`config.mk`:
```
export PLATFORM = sky130hd
export DESIGN_NAME = dmp_engine
export DESIGN_NICKNAME = d
export VERILOG_FILES = /design/src/rtl/dmp_pkg.sv /design/src/rtl/dmp_regs.sv /design/src/rtl/dmp_lanes.sv /design/src/rtl/dmp_seq.sv /design/src/rtl/dmp_engine.sv
export SDC_FILE = /design/constraint.sdc
export NUM_CORES = 1
export LEC_CHECK = 0
export ABC_AREA = 1
export BUFFER_PORTS_ARGS = -buffer_cell sky130_fd_sc_hd__buf_2
export CORE_MARGIN = 2
export CORE_UTILIZATION = 53
export CTS_BUF_LIST = sky130_fd_sc_hd__clkbuf_2
export DETAILED_ROUTE_END_ITERATION = 16
export GPL_TIMING_DRIVEN = 0
export PLACE_DENSITY = 0.86
export SYNTH_ARGS = -nofsm -noshare
export SYNTH_HDL_FRONTEND = slang
export SYNTH_HIERARCHICAL = 1
export SYNTH_SLANG_ARGS = --single-unit
```
`constraint.sdc`:
```
create_clock -name clk -period 4.15 [get_ports clk]
set_input_delay 0.6225 -clock clk [delete_from_list [all_inputs] [get_ports clk]]
set_output_delay 0.6225 -clock clk [all_outputs]
set_load 0.05 [all_outputs]
```
`src/rtl/dmp_pkg.sv`:
```
`timescale 1ns/1ps
package dmp_pkg;
    localparam int ADDR_W  = 32;
    localparam int DATA_W  = 32;
    localparam int WRAP_W  = 10;
    localparam int WIDX_W  = 6;

    localparam logic [WIDX_W-1:0] WI_CTRL = 6'd0;
    localparam logic [WIDX_W-1:0] WI_ADDR = 6'd1;
    localparam logic [WIDX_W-1:0] WI_DATA = 6'd3;
    localparam logic [3:0]        WI_BANK_HI = 4'd1;

    typedef enum logic [1:0] {
        INC_NONE = 2'b00,
        INC_ONE  = 2'b01,
        INC_PACK = 2'b10,
        INC_RSVD = 2'b11
    } inc_e;

    typedef struct packed {
        logic       err;
        inc_e       inc;
        logic [2:0] size;
    } ctrl_t;

    typedef struct packed {
        logic       write;
        logic       banked;
        logic [1:0] slot;
        logic       pk;
        logic [1:0] esize;
        logic [2:0] beats;
    } ctx_t;

    function automatic logic [2:0] beats_for(inc_e inc, logic [1:0] sz);
        if (inc == INC_PACK && sz == 2'd0)      return 3'd4;
        else if (inc == INC_PACK && sz == 2'd1) return 3'd2;
        else                                    return 3'd1;
    endfunction

    function automatic logic [3:0] lanes_for(logic [1:0] sz, logic [1:0] a);
        case (sz)
            2'd0:    return 4'b0001 << a;
            2'd1:    return a[1] ? 4'b1100 : 4'b0011;
            default: return 4'b1111;
        endcase
    endfunction

    function automatic logic [DATA_W-1:0] lane_mask(logic [3:0] be);
        logic [DATA_W-1:0] m;
        for (int i = 0; i < 4; i++) m[8*i +: 8] = {8{be[i]}};
        return m;
    endfunction
endpackage

```
`src/rtl/dmp_regs.sv`:
```
`timescale 1ns/1ps
module dmp_regs
    import dmp_pkg::*;
#(
    parameter int AW = ADDR_W,
    parameter int WW = WRAP_W
) (
    input  logic          clk,
    input  logic          rst,
    input  logic          wr_ctrl,
    input  logic          wr_addr,
    input  logic [31:0]   wdata,
    input  logic          adv,
    input  logic [3:0]    step,
    input  logic          set_err,
    output ctrl_t         ctrl,
    output logic [AW-1:0] tar
);
    always_ff @(posedge clk) begin
        if (rst) begin
            ctrl <= '{err: 1'b0, inc: INC_NONE, size: 3'b010};
            tar  <= '0;
        end else begin
            if (wr_ctrl) begin
                ctrl.size <= wdata[2:0];
                ctrl.inc  <= inc_e'(wdata[5:4]);
            end
            if (set_err)                 ctrl.err <= 1'b1;
            else if (wr_ctrl && wdata[9]) ctrl.err <= 1'b0;
            if (wr_addr)  tar <= AW'(wdata);
            else if (adv) tar[WW-1:0] <= tar[WW-1:0] + WW'(step);
        end
    end
endmodule

```
`src/rtl/dmp_lanes.sv`:
```
`timescale 1ns/1ps
module dmp_lanes
    import dmp_pkg::*;
(
    input  ctx_t              ctx,
    input  logic [1:0]        beat,
    input  logic [1:0]        addr_lo,
    input  logic [DATA_W-1:0] wbuf,
    input  logic [DATA_W-1:0] rdata,
    output logic [3:0]        be,
    output logic [DATA_W-1:0] wdata_o,
    output logic [DATA_W-1:0] mrg,
    output logic [DATA_W-1:0] msk
);
    always_comb begin
        be = lanes_for(ctx.esize, addr_lo);
        if (ctx.pk && ctx.esize == 2'd0) begin
            wdata_o = {4{wbuf[{beat, 3'b000} +: 8]}};
            mrg     = {4{rdata[{addr_lo, 3'b000} +: 8]}};
            msk     = 32'h0000_00FF << {beat, 3'b000};
        end else if (ctx.pk && ctx.esize == 2'd1) begin
            wdata_o = {2{wbuf[{beat[0], 4'b0000} +: 16]}};
            mrg     = {2{rdata[{addr_lo[1], 4'b0000} +: 16]}};
            msk     = 32'h0000_FFFF << {beat[0], 4'b0000};
        end else begin
            wdata_o = wbuf;
            mrg     = rdata;
            msk     = lane_mask(be);
        end
    end
endmodule

```
`src/rtl/dmp_seq.sv`:
```
`timescale 1ns/1ps
module dmp_seq
    import dmp_pkg::*;
(
    input  logic              clk,
    input  logic              rst,
    input  logic              start,
    input  ctx_t              ctx_in,
    input  logic [DATA_W-1:0] wdata_in,
    input  logic              dbg_en,
    input  logic              mem_ack,
    input  logic              mem_err,
    input  logic [DATA_W-1:0] mrg,
    input  logic [DATA_W-1:0] msk,
    output logic              busy,
    output logic              done,
    output ctx_t              ctx,
    output logic [DATA_W-1:0] wbuf,
    output logic [1:0]        beat,
    output logic [DATA_W-1:0] acc,
    output logic              beat_ok,
    output logic              err_evt
);
    typedef enum logic [1:0] {S_IDLE, S_BUS, S_DONE} st_e;
    st_e  st;
    logic last;

    assign busy    = (st == S_BUS);
    assign done    = (st == S_DONE);
    assign beat_ok = busy && mem_ack && !mem_err;
    assign err_evt = busy && mem_ack && mem_err;
    assign last    = ({1'b0, beat} + 3'd1) == ctx.beats;

    always_ff @(posedge clk) begin
        if (rst) begin
            st   <= S_IDLE;
            ctx  <= '0;
            wbuf <= '0;
            beat <= '0;
            acc  <= '0;
        end else begin
            case (st)
                S_IDLE: if (start) begin
                    ctx  <= ctx_in;
                    wbuf <= wdata_in;
                    beat <= '0;
                    acc  <= '0;
                    st   <= S_BUS;
                end
                S_BUS: if (mem_ack) begin
                    if (!mem_err && !ctx.write) acc <= (acc & ~msk) | (mrg & msk);
                    if (mem_err || last || !dbg_en) st <= S_DONE;
                    else                            beat <= beat + 2'd1;
                end
                default: st <= S_IDLE;
            endcase
        end
    end
endmodule

```
`src/rtl/dmp_engine.sv`:
```
`timescale 1ns/1ps
module dmp_engine
    import dmp_pkg::*;
(
    input  logic        clk,
    input  logic        rst,
    input  logic        dbg_en,
    input  logic        reg_valid,
    input  logic        reg_write,
    input  logic [5:0]  reg_waddr,
    input  logic [31:0] reg_wdata,
    output logic        reg_ready,
    output logic [31:0] reg_rdata,
    output logic        mem_req,
    output logic        mem_write,
    output logic [31:0] mem_addr,
    output logic [1:0]  mem_size,
    output logic [3:0]  mem_be,
    output logic [31:0] mem_wdata,
    input  logic        mem_ack,
    input  logic        mem_err,
    input  logic [31:0] mem_rdata
);
    ctrl_t              ctrl;
    logic [ADDR_W-1:0]  tar;
    ctx_t               ctx, ctx_in;
    logic [DATA_W-1:0]  wbuf, acc, mrg, msk;
    logic [1:0]         beat;
    logic               busy, done, idle, beat_ok, err_evt;
    logic               is_ctrl, is_addr, is_data, is_bank, launch_ok, start;
    logic               wr_ctrl, wr_addr, adv;

    assign is_ctrl   = reg_waddr == WI_CTRL;
    assign is_addr   = reg_waddr == WI_ADDR;
    assign is_data   = reg_waddr == WI_DATA;
    assign is_bank   = reg_waddr[5:2] == WI_BANK_HI;
    assign idle      = !busy && !done;
    assign launch_ok = dbg_en && (is_bank ||
                       (is_data && ctrl.size <= 3'd2 && ctrl.inc != INC_RSVD));
    assign start     = idle && reg_valid && launch_ok;
    assign wr_ctrl   = idle && reg_valid && reg_write && is_ctrl;
    assign wr_addr   = idle && reg_valid && reg_write && is_addr;
    assign adv       = beat_ok && !ctx.banked &&
                       (ctrl.inc == INC_ONE || ctrl.inc == INC_PACK);

    always_comb begin
        ctx_in.write  = reg_write;
        ctx_in.banked = is_bank;
        ctx_in.slot   = reg_waddr[1:0];
        ctx_in.pk     = (ctrl.inc == INC_PACK) && !is_bank;
        ctx_in.esize  = is_bank ? 2'd2 : ctrl.size[1:0];
        ctx_in.beats  = is_bank ? 3'd1 : beats_for(ctrl.inc, ctrl.size[1:0]);
    end

    dmp_regs #(.AW(ADDR_W), .WW(WRAP_W)) i_regs (
        .clk(clk), .rst(rst), .wr_ctrl(wr_ctrl), .wr_addr(wr_addr),
        .wdata(reg_wdata), .adv(adv), .step(4'd1 << ctx.esize),
        .set_err(err_evt), .ctrl(ctrl), .tar(tar)
    );

    dmp_seq i_seq (
        .clk(clk), .rst(rst), .start(start), .ctx_in(ctx_in),
        .wdata_in(reg_wdata), .dbg_en(dbg_en), .mem_ack(mem_ack),
        .mem_err(mem_err), .mrg(mrg), .msk(msk), .busy(busy), .done(done),
        .ctx(ctx), .wbuf(wbuf), .beat(beat), .acc(acc),
        .beat_ok(beat_ok), .err_evt(err_evt)
    );

    assign mem_addr = ctx.banked ? {tar[31:4], ctx.slot, 2'b00} : tar;

    dmp_lanes i_lanes (
        .ctx(ctx), .beat(beat), .addr_lo(mem_addr[1:0]), .wbuf(wbuf),
        .rdata(mem_rdata), .be(mem_be), .wdata_o(mem_wdata),
        .mrg(mrg), .msk(msk)
    );

    assign mem_req   = busy;
    assign mem_write = ctx.write;
    assign mem_size  = ctx.esize;
    assign reg_ready = done || (idle && reg_valid && !launch_ok);

    always_comb begin
        if (done)         reg_rdata = ctx.write ? '0 : acc;
        else if (is_ctrl) reg_rdata = {22'b0, ctrl.err, 1'b0, busy, dbg_en,
                                       ctrl.inc, 1'b0, ctrl.size};
        else if (is_addr) reg_rdata = tar;
        else              reg_rdata = '0;
    end
endmodule

```
==> impl_metrics.env, run 1 <==
export IMPL_finalHoldViolations=0
export IMPL_htree_levels=4
export IMPL_grt_use_total=0.355
export IMPL_routed_via_density=5.47
export IMPL_fillers=1550
export IMPL_synth_common_cells="597 x nand2_1, 194 x nor2_1, 116 x dfxtp_1, 76 x o21ai_0, 51 x nand3_1"
export IMPL_first_pass_iters=5
export IMPL_rsz0062_at_grt="false"
export IMPL_synth_flop_cell="dfxtp_1"
export IMPL_yosysMostFrequentCell="nand2_1"
export IMPL_start_util=0.545
export IMPL_yosysTopAreaCell="dfxtp_1"
export IMPL_post_cts_setup_buffers=0
export IMPL_setup_tns_ns=0
export IMPL_io_buffers=180
export IMPL_slew_headroom=0.444
export IMPL_status="completed"
export IMPL_drcViolationCount=0
export IMPL_clkSinkCount=116
export IMPL_cts_buffers=17
export IMPL_root_buffer="clkbuf_2"
export IMPL_grt_pass1_vias=8620
export IMPL_holdCritPathClass="input pin to flop"
export IMPL_ys_async_sr_fraction=0
export IMPL_finalMaxSlewViolations=0
export IMPL_startpoint_type="flop"
export IMPL_overflow=0
export IMPL_fin_crit_sh=0.829
export IMPL_dpl_hpwl_mm=22.9
export IMPL_fin_skew_ns=0.0323
export IMPL_wl_per_cell_um=16.6
export IMPL_die_x_um=129
export IMPL_via_count=9903
export IMPL_wirelength_mm=30.1
export IMPL_crit_type="flop to primary output"
export IMPL_max_freq_mhz=291
export IMPL_io_pins=182
export IMPL_cts_path_max_buffers=2
export IMPL_final_core_util=0.640
export IMPL_antenna_left=0
export IMPL_fin_nets=1671
export IMPL_clk_pin_slew_ns=0.21
export IMPL_worst_path_max_fanout=10
export IMPL_grt_max_degree=17
export IMPL_finalSetupViolations=0
export IMPL_avgSynthCellArea_sq_um=6.02
export IMPL_cp_end_kind="primary output"
export IMPL_max_slew_worst_pin_slew_ns=0.832
export IMPL_fin_crit_ns=3.44
export IMPL_ys_seq_area_frac=0.278
export IMPL_area_growth_pct=17.4
export IMPL_syn_num_nets=1472
export IMPL_placement_rows=45
export IMPL_postSynthCellCount=1387
export IMPL_synth_area_top_cells="dfxtp_1 28%, nand2_1 27%, nor2_1 8.7%"
export IMPL_maxCapViolCount=0
export IMPL_cts_tree="done"
export IMPL_synthDistinctLibCells=40
export IMPL_power_density_mw_per_mm2=236
export IMPL_cts_hold_buf=0
export IMPL_core_area_sq_mm=0.0153
export IMPL_drive_gt1_frac=0.234
export IMPL_cp_required_ns=3.53
export IMPL_leakage_uw=0.00530
export IMPL_synth_edf_count=0
export IMPL_cts_resized=0
export IMPL_die_y_um=129
export IMPL_synth_top_area_share=0.278
export IMPL_peakVddDrop_uv=179
export IMPL_first_iter_violations=973
export IMPL_ys_seq_elements=116
export IMPL_gp_congestion=0.975
export IMPL_clk_latency_ns=0.71
export IMPL_grt_pass1_wl_mm=45.9
export IMPL_antenna_found_initial=1
export IMPL_synth_warnings=6
export IMPL_netlist_area_sq_mm=0.00835
export IMPL_cp_arrival_ns=2.82
export IMPL_die_area_sq_mm=0.0168
## power breakdown
part	internal, uW	switching (uW)
Clock	400	477
Sequential	1120	12.6
Combinational	101	199
Total	1620	688
## layout by cell type (no fill, tap or decap), drive strengths merged, types with 7 or more instances in the layout
master / n
a21oi: 45
nand2: 606
buf: 259
nor3: 33
clkinv: 7
clkbuf: 39
nand4: 18
inv: 51
nand3: 55
nor2: 205
o21ai: 101
mux2i: 32
ha: 7
dfxtp: 116
## worst max-delay path, stage by stage (launching register included)
cell and delay (ns):
dfxtp_1 0.52, inv_1 0.07, nor2_1 0.32, buf_2 0.33
inv_2 0.14, buf_4 0.20, o21ai_1 0.23, buf_2 0.31
## state kept, by name, indices dropped and copies added, names as in the netlist
name,count
i_seq/ctx,10
i_regs/ctrl,6
i_regs/tar,32
i_seq/acc,32
i_seq/st,2
i_seq/beat,2
i_seq/wbuf,32
## kinds of logic after synthesis
group | Yosys count | share of synthesized area
simple gates | 921 | 0.465
buf+inv | 151 | 0.0965
compound gates | 154 | 0.103
xor+xnor | 3 | 0.00315
fa+ha+maj | 8 | 0.0129
mux | 34 | 0.0411
flops | 116 | 0.278
## path summary, 6_finish.rpt
check                           slack [ns]                    endpoint                       start  depth (start not counted)
worst max-delay path                  0.71                   mem_be[3]  i_regs/tar[1]$_SDFFE_PP0P_                          7
worst max register to register        0.82  i_seq/acc[28]$_SDFFE_PP0P_  i_regs/tar[1]$_SDFFE_PP0P_                         13
worst min register to register        0.50   i_seq/ctx[2]$_SDFFE_PP0P_   i_seq/ctx[2]$_SDFFE_PP0P_                          2
worst min-delay path                  0.08  i_regs/tar[9]$_SDFFE_PP0P_                         rst                          2
## area by class of cell
type                            instances  area (sq um)  share of cell area
Tap cell                              211           264              0.0269
Multi-Input combinational cell       1120          5220               0.532
Sequential cell                       116          2320               0.237
Antenna cell                            1          2.50            0.000255
Timing Repair Buffer                  180           901              0.0919
Buffer                                101           618              0.0631
Inverter                               50           188              0.0191
Clock inverter                         15           203              0.0207
Clock buffer                           17          85.1             0.00868
## layer usage
metal	routed length [um]	part of all wire	global-route usage	vias up
li1	-	-	-	4801
met1	12300	0.41	0.495	4404
met2	12900	0.43	0.533	609
met3	3420	0.11	0.0603	89
met4	1460	0.049	0.175	0
met5	0	0	0	-
## through the flow
stage | std cells | worst slack, ns | instance area, sq um | hold WS (ns) | total power [uW]
2_1_floorplan | 1387 | 0.536 | 8350 | 0.444 | 1340
3_3_place_gp | 1778 | 0.975 | 9510 | 0.459 | 1450
3_5_place_dp | 1778 | 1.00 | 9510 | 0.471 | 1450
4_1_cts | 1810 | 0.755 | 9800 | 0.0366 | 2310
5_1_grt | 1811 | 0.610 | 9800 | 0.0434 | 2390
6_report | 1811 | 0.709 | 9800 | 0.0836 | 2310
(Power assumes the default switching activity.)
==> run 2: changes to the inputs <==
==> constraint.sdc (replaced) <==
create_clock -name clk -period 3.35 [get_ports clk]
set_input_delay 0.5025 -clock clk [delete_from_list [all_inputs] [get_ports clk]]
set_output_delay 0.5025 -clock clk [all_outputs]
set_load 0.05 [all_outputs]
==> run 2 against run 1 <==
  * Global-route usage shrank 0.83 points
  * Worst hold slack lost 0.017 ns
  * Flip-flop and latch count is the same
  * Clock power grew 11%
  * Worst setup slack lost 0.56 ns
  * Sequential power grew 24%
  * Clock-buffer cell count grew 3
  * Final cell count is essentially flat
  * First-iteration DRC count grew 15%
  * Largest cell class unchanged
==> impl_metrics.env, run 2 (synthesis gave the netlist of run 1 again) <==
export IMPL_fin_skew_ns=0.0254
export IMPL_die_y_um=129
export IMPL_cts_buffers=17
export IMPL_die_x_um=129
export IMPL_finalSetupViolations=0
export IMPL_drcViolationCount=0
export IMPL_finalHoldViolations=0
export IMPL_mostFrequentLayoutCells="597 x nand2_1, 215 x buf_2, 194 x nor2_1"
export IMPL_cp_arrival_ns=2.69
export IMPL_status="completed"
export IMPL_met1Wirelength_mm=12.5
export IMPL_p_total_uw=2750
export IMPL_p_sw_uw=808
export IMPL_cts_path_max_buffers=2
export IMPL_gp_congestion=1.04
export IMPL_power_density_mw_per_mm2=281
export IMPL_die_area_sq_mm=0.0168
export IMPL_clk_pin_slew_ns=0.19
export IMPL_largestRegisters="i_regs/tar x32, i_seq/acc x32, i_seq/wbuf x32"
export IMPL_fin_crit_ns=3.20
export IMPL_fin_crit_sh=0.954
export IMPL_seqPwrFrac=0.512
export IMPL_post_cts_setup_buffers=0
export IMPL_io_buffers=180
export IMPL_max_slew_worst_pin_slew_ns=0.738
export IMPL_leakage_uw=0.00529
export IMPL_antenna_left=0
export IMPL_dr_wl_met3_mm=3.22
export IMPL_finalMaxSlewViolations=0
export IMPL_setup_tns_ns=0
export IMPL_grt_pass1_wl_mm=44.8
export IMPL_grt_pass1_vias=8337
export IMPL_maxCapViolCount=0
export IMPL_wirelength_mm=29.6
export IMPL_grt_use_total=0.347
export IMPL_io_pins=182
export IMPL_cp_required_ns=2.85
export IMPL_clkSinkCount=116
export IMPL_final_common_cell="nand2_1"
export IMPL_holdCritPathClass="input pin to flop"
export IMPL_max_freq_mhz=313
export IMPL_fin_nets=1672
export IMPL_start_util=0.545
export IMPL_grt_max_degree=17
export IMPL_maxUsedRoutingLayer="met4"
export IMPL_core_area_sq_mm=0.0153
export IMPL_peakVddDrop_uv=207
export IMPL_first_iter_violations=1118
export IMPL_multiInputGateArea_sq_mm=0.00522
export IMPL_clkPwrFrac=0.354
export IMPL_cts_tree="done"
export IMPL_startpoint_type="flop"
export IMPL_dpl_hpwl_mm=22.8
export IMPL_p_sw_frac=0.294
export IMPL_slew_headroom=0.507
export IMPL_internal_power_uw=1940
export IMPL_cp_end_kind="primary output"
export IMPL_overflow=0
export IMPL_clk_latency_ns=0.67
export IMPL_p_comb_frac=0.135
export IMPL_area_growth_pct=17.2
export IMPL_crit_type="flop to primary output"
export IMPL_antenna_found_initial=1
export IMPL_fillers=1526
export IMPL_root_buffer="clkbuf_2"
export IMPL_regArea_sq_mm=0.00232
export IMPL_worst_path_max_fanout=10
export IMPL_placement_rows=45
export IMPL_drive_gt1_frac=0.236
export IMPL_htree_levels=4
export IMPL_routed_via_density=5.43
export IMPL_via_count=9834
export IMPL_first_pass_iters=8
export IMPL_wl_per_cell_um=16.3
export IMPL_rsz0062_at_grt="false"
export IMPL_route_met2_wl_mm=12.7
run 2: cell count changes in the layout (fill, tap and decap cells not counted), sizes merged:
cell / delta
clkbuf: +3
inv: -2
bufinv: -1
clkinv: -1
clkinvlp: +1
dlygate4sd3: +1
run 2: area by class of cell:
cell class	instances	share of cell area
repair buffers	181	0.0931
inverters	50	0.0192
diodes	1	0.000256
plain buffers	101	0.0632
clock buffers	20	0.0102
flip-flops and latches	116	0.237
clock inverters	12	0.0160
well taps	211	0.0270
multi-input cells	1120	0.534
run 2: power by group through the flow:
stage / combinational (uW) / clock (uW) / sequential, uW
3_3_place_gp: 357 / 0 / 1440
4_1_cts: 361 / 982 / 1410
5_1_grt: 401 / 1040 / 1410
3_5_place_dp: 359 / 0 / 1440
2_1_floorplan: 221 / 0 / 1440
6_report: 371 / 973 / 1410
run 2: critical path, stage by stage (launching register included):
cell	delay, ns
dfxtp_1	0.50
inv_1	0.06
nor2_1	0.29
buf_2	0.33
inv_2	0.14
buf_4	0.20
o21ai_2	0.19
buf_2	0.29
run 2: path summary, 6_finish.rpt:
kind / slack [ns] / from / endpoint / depth (start not counted)
worst min-delay path: 0.07 / reg_wdata[26] / i_regs/tar[26]$_SDFFE_PP0P_ / 3
worst max-delay path: 0.15 / i_regs/tar[1]$_SDFFE_PP0P_ / mem_be[3] / 7
worst max register to register: 0.17 / i_regs/tar[1]$_SDFFE_PP0P_ / i_seq/acc[29]$_SDFFE_PP0P_ / 13
worst min register to register: 0.49 / i_seq/ctx[2]$_SDFFE_PP0P_ / i_seq/ctx[2]$_SDFFE_PP0P_ / 2
run 2: metrics by stage:
step	setup WS, ns	utilization	cells	hold WS [ns]	cell area [sq um]
after detailed placement	0.353	0.621	1778	0.466	9520
after global routing	0.0442	0.639	1812	0.0381	9780
after CTS	0.180	0.639	1811	0.0327	9780
after floorplan	0.0592	-	1387	0.444	8350
after global placement	0.362	0.621	1778	0.458	9520
final	0.153	0.639	1812	0.0664	9780
run 2: layer usage:
metal / GRT usage / up-vias
met5: 0 / -
met4: 0.151 / 0
met3: 0.0475 / 88
met2: 0.533 / 577
met1: 0.488 / 4380
li1: - / 4789
run 2: what timing repair did:
action / in CTS / in global routing
gates resized for setup: 0 / 1
hold endpoints to repair: 6 / 0
endpoints found under the setup margin: 0 / 1
hold buffers: 1 / 0
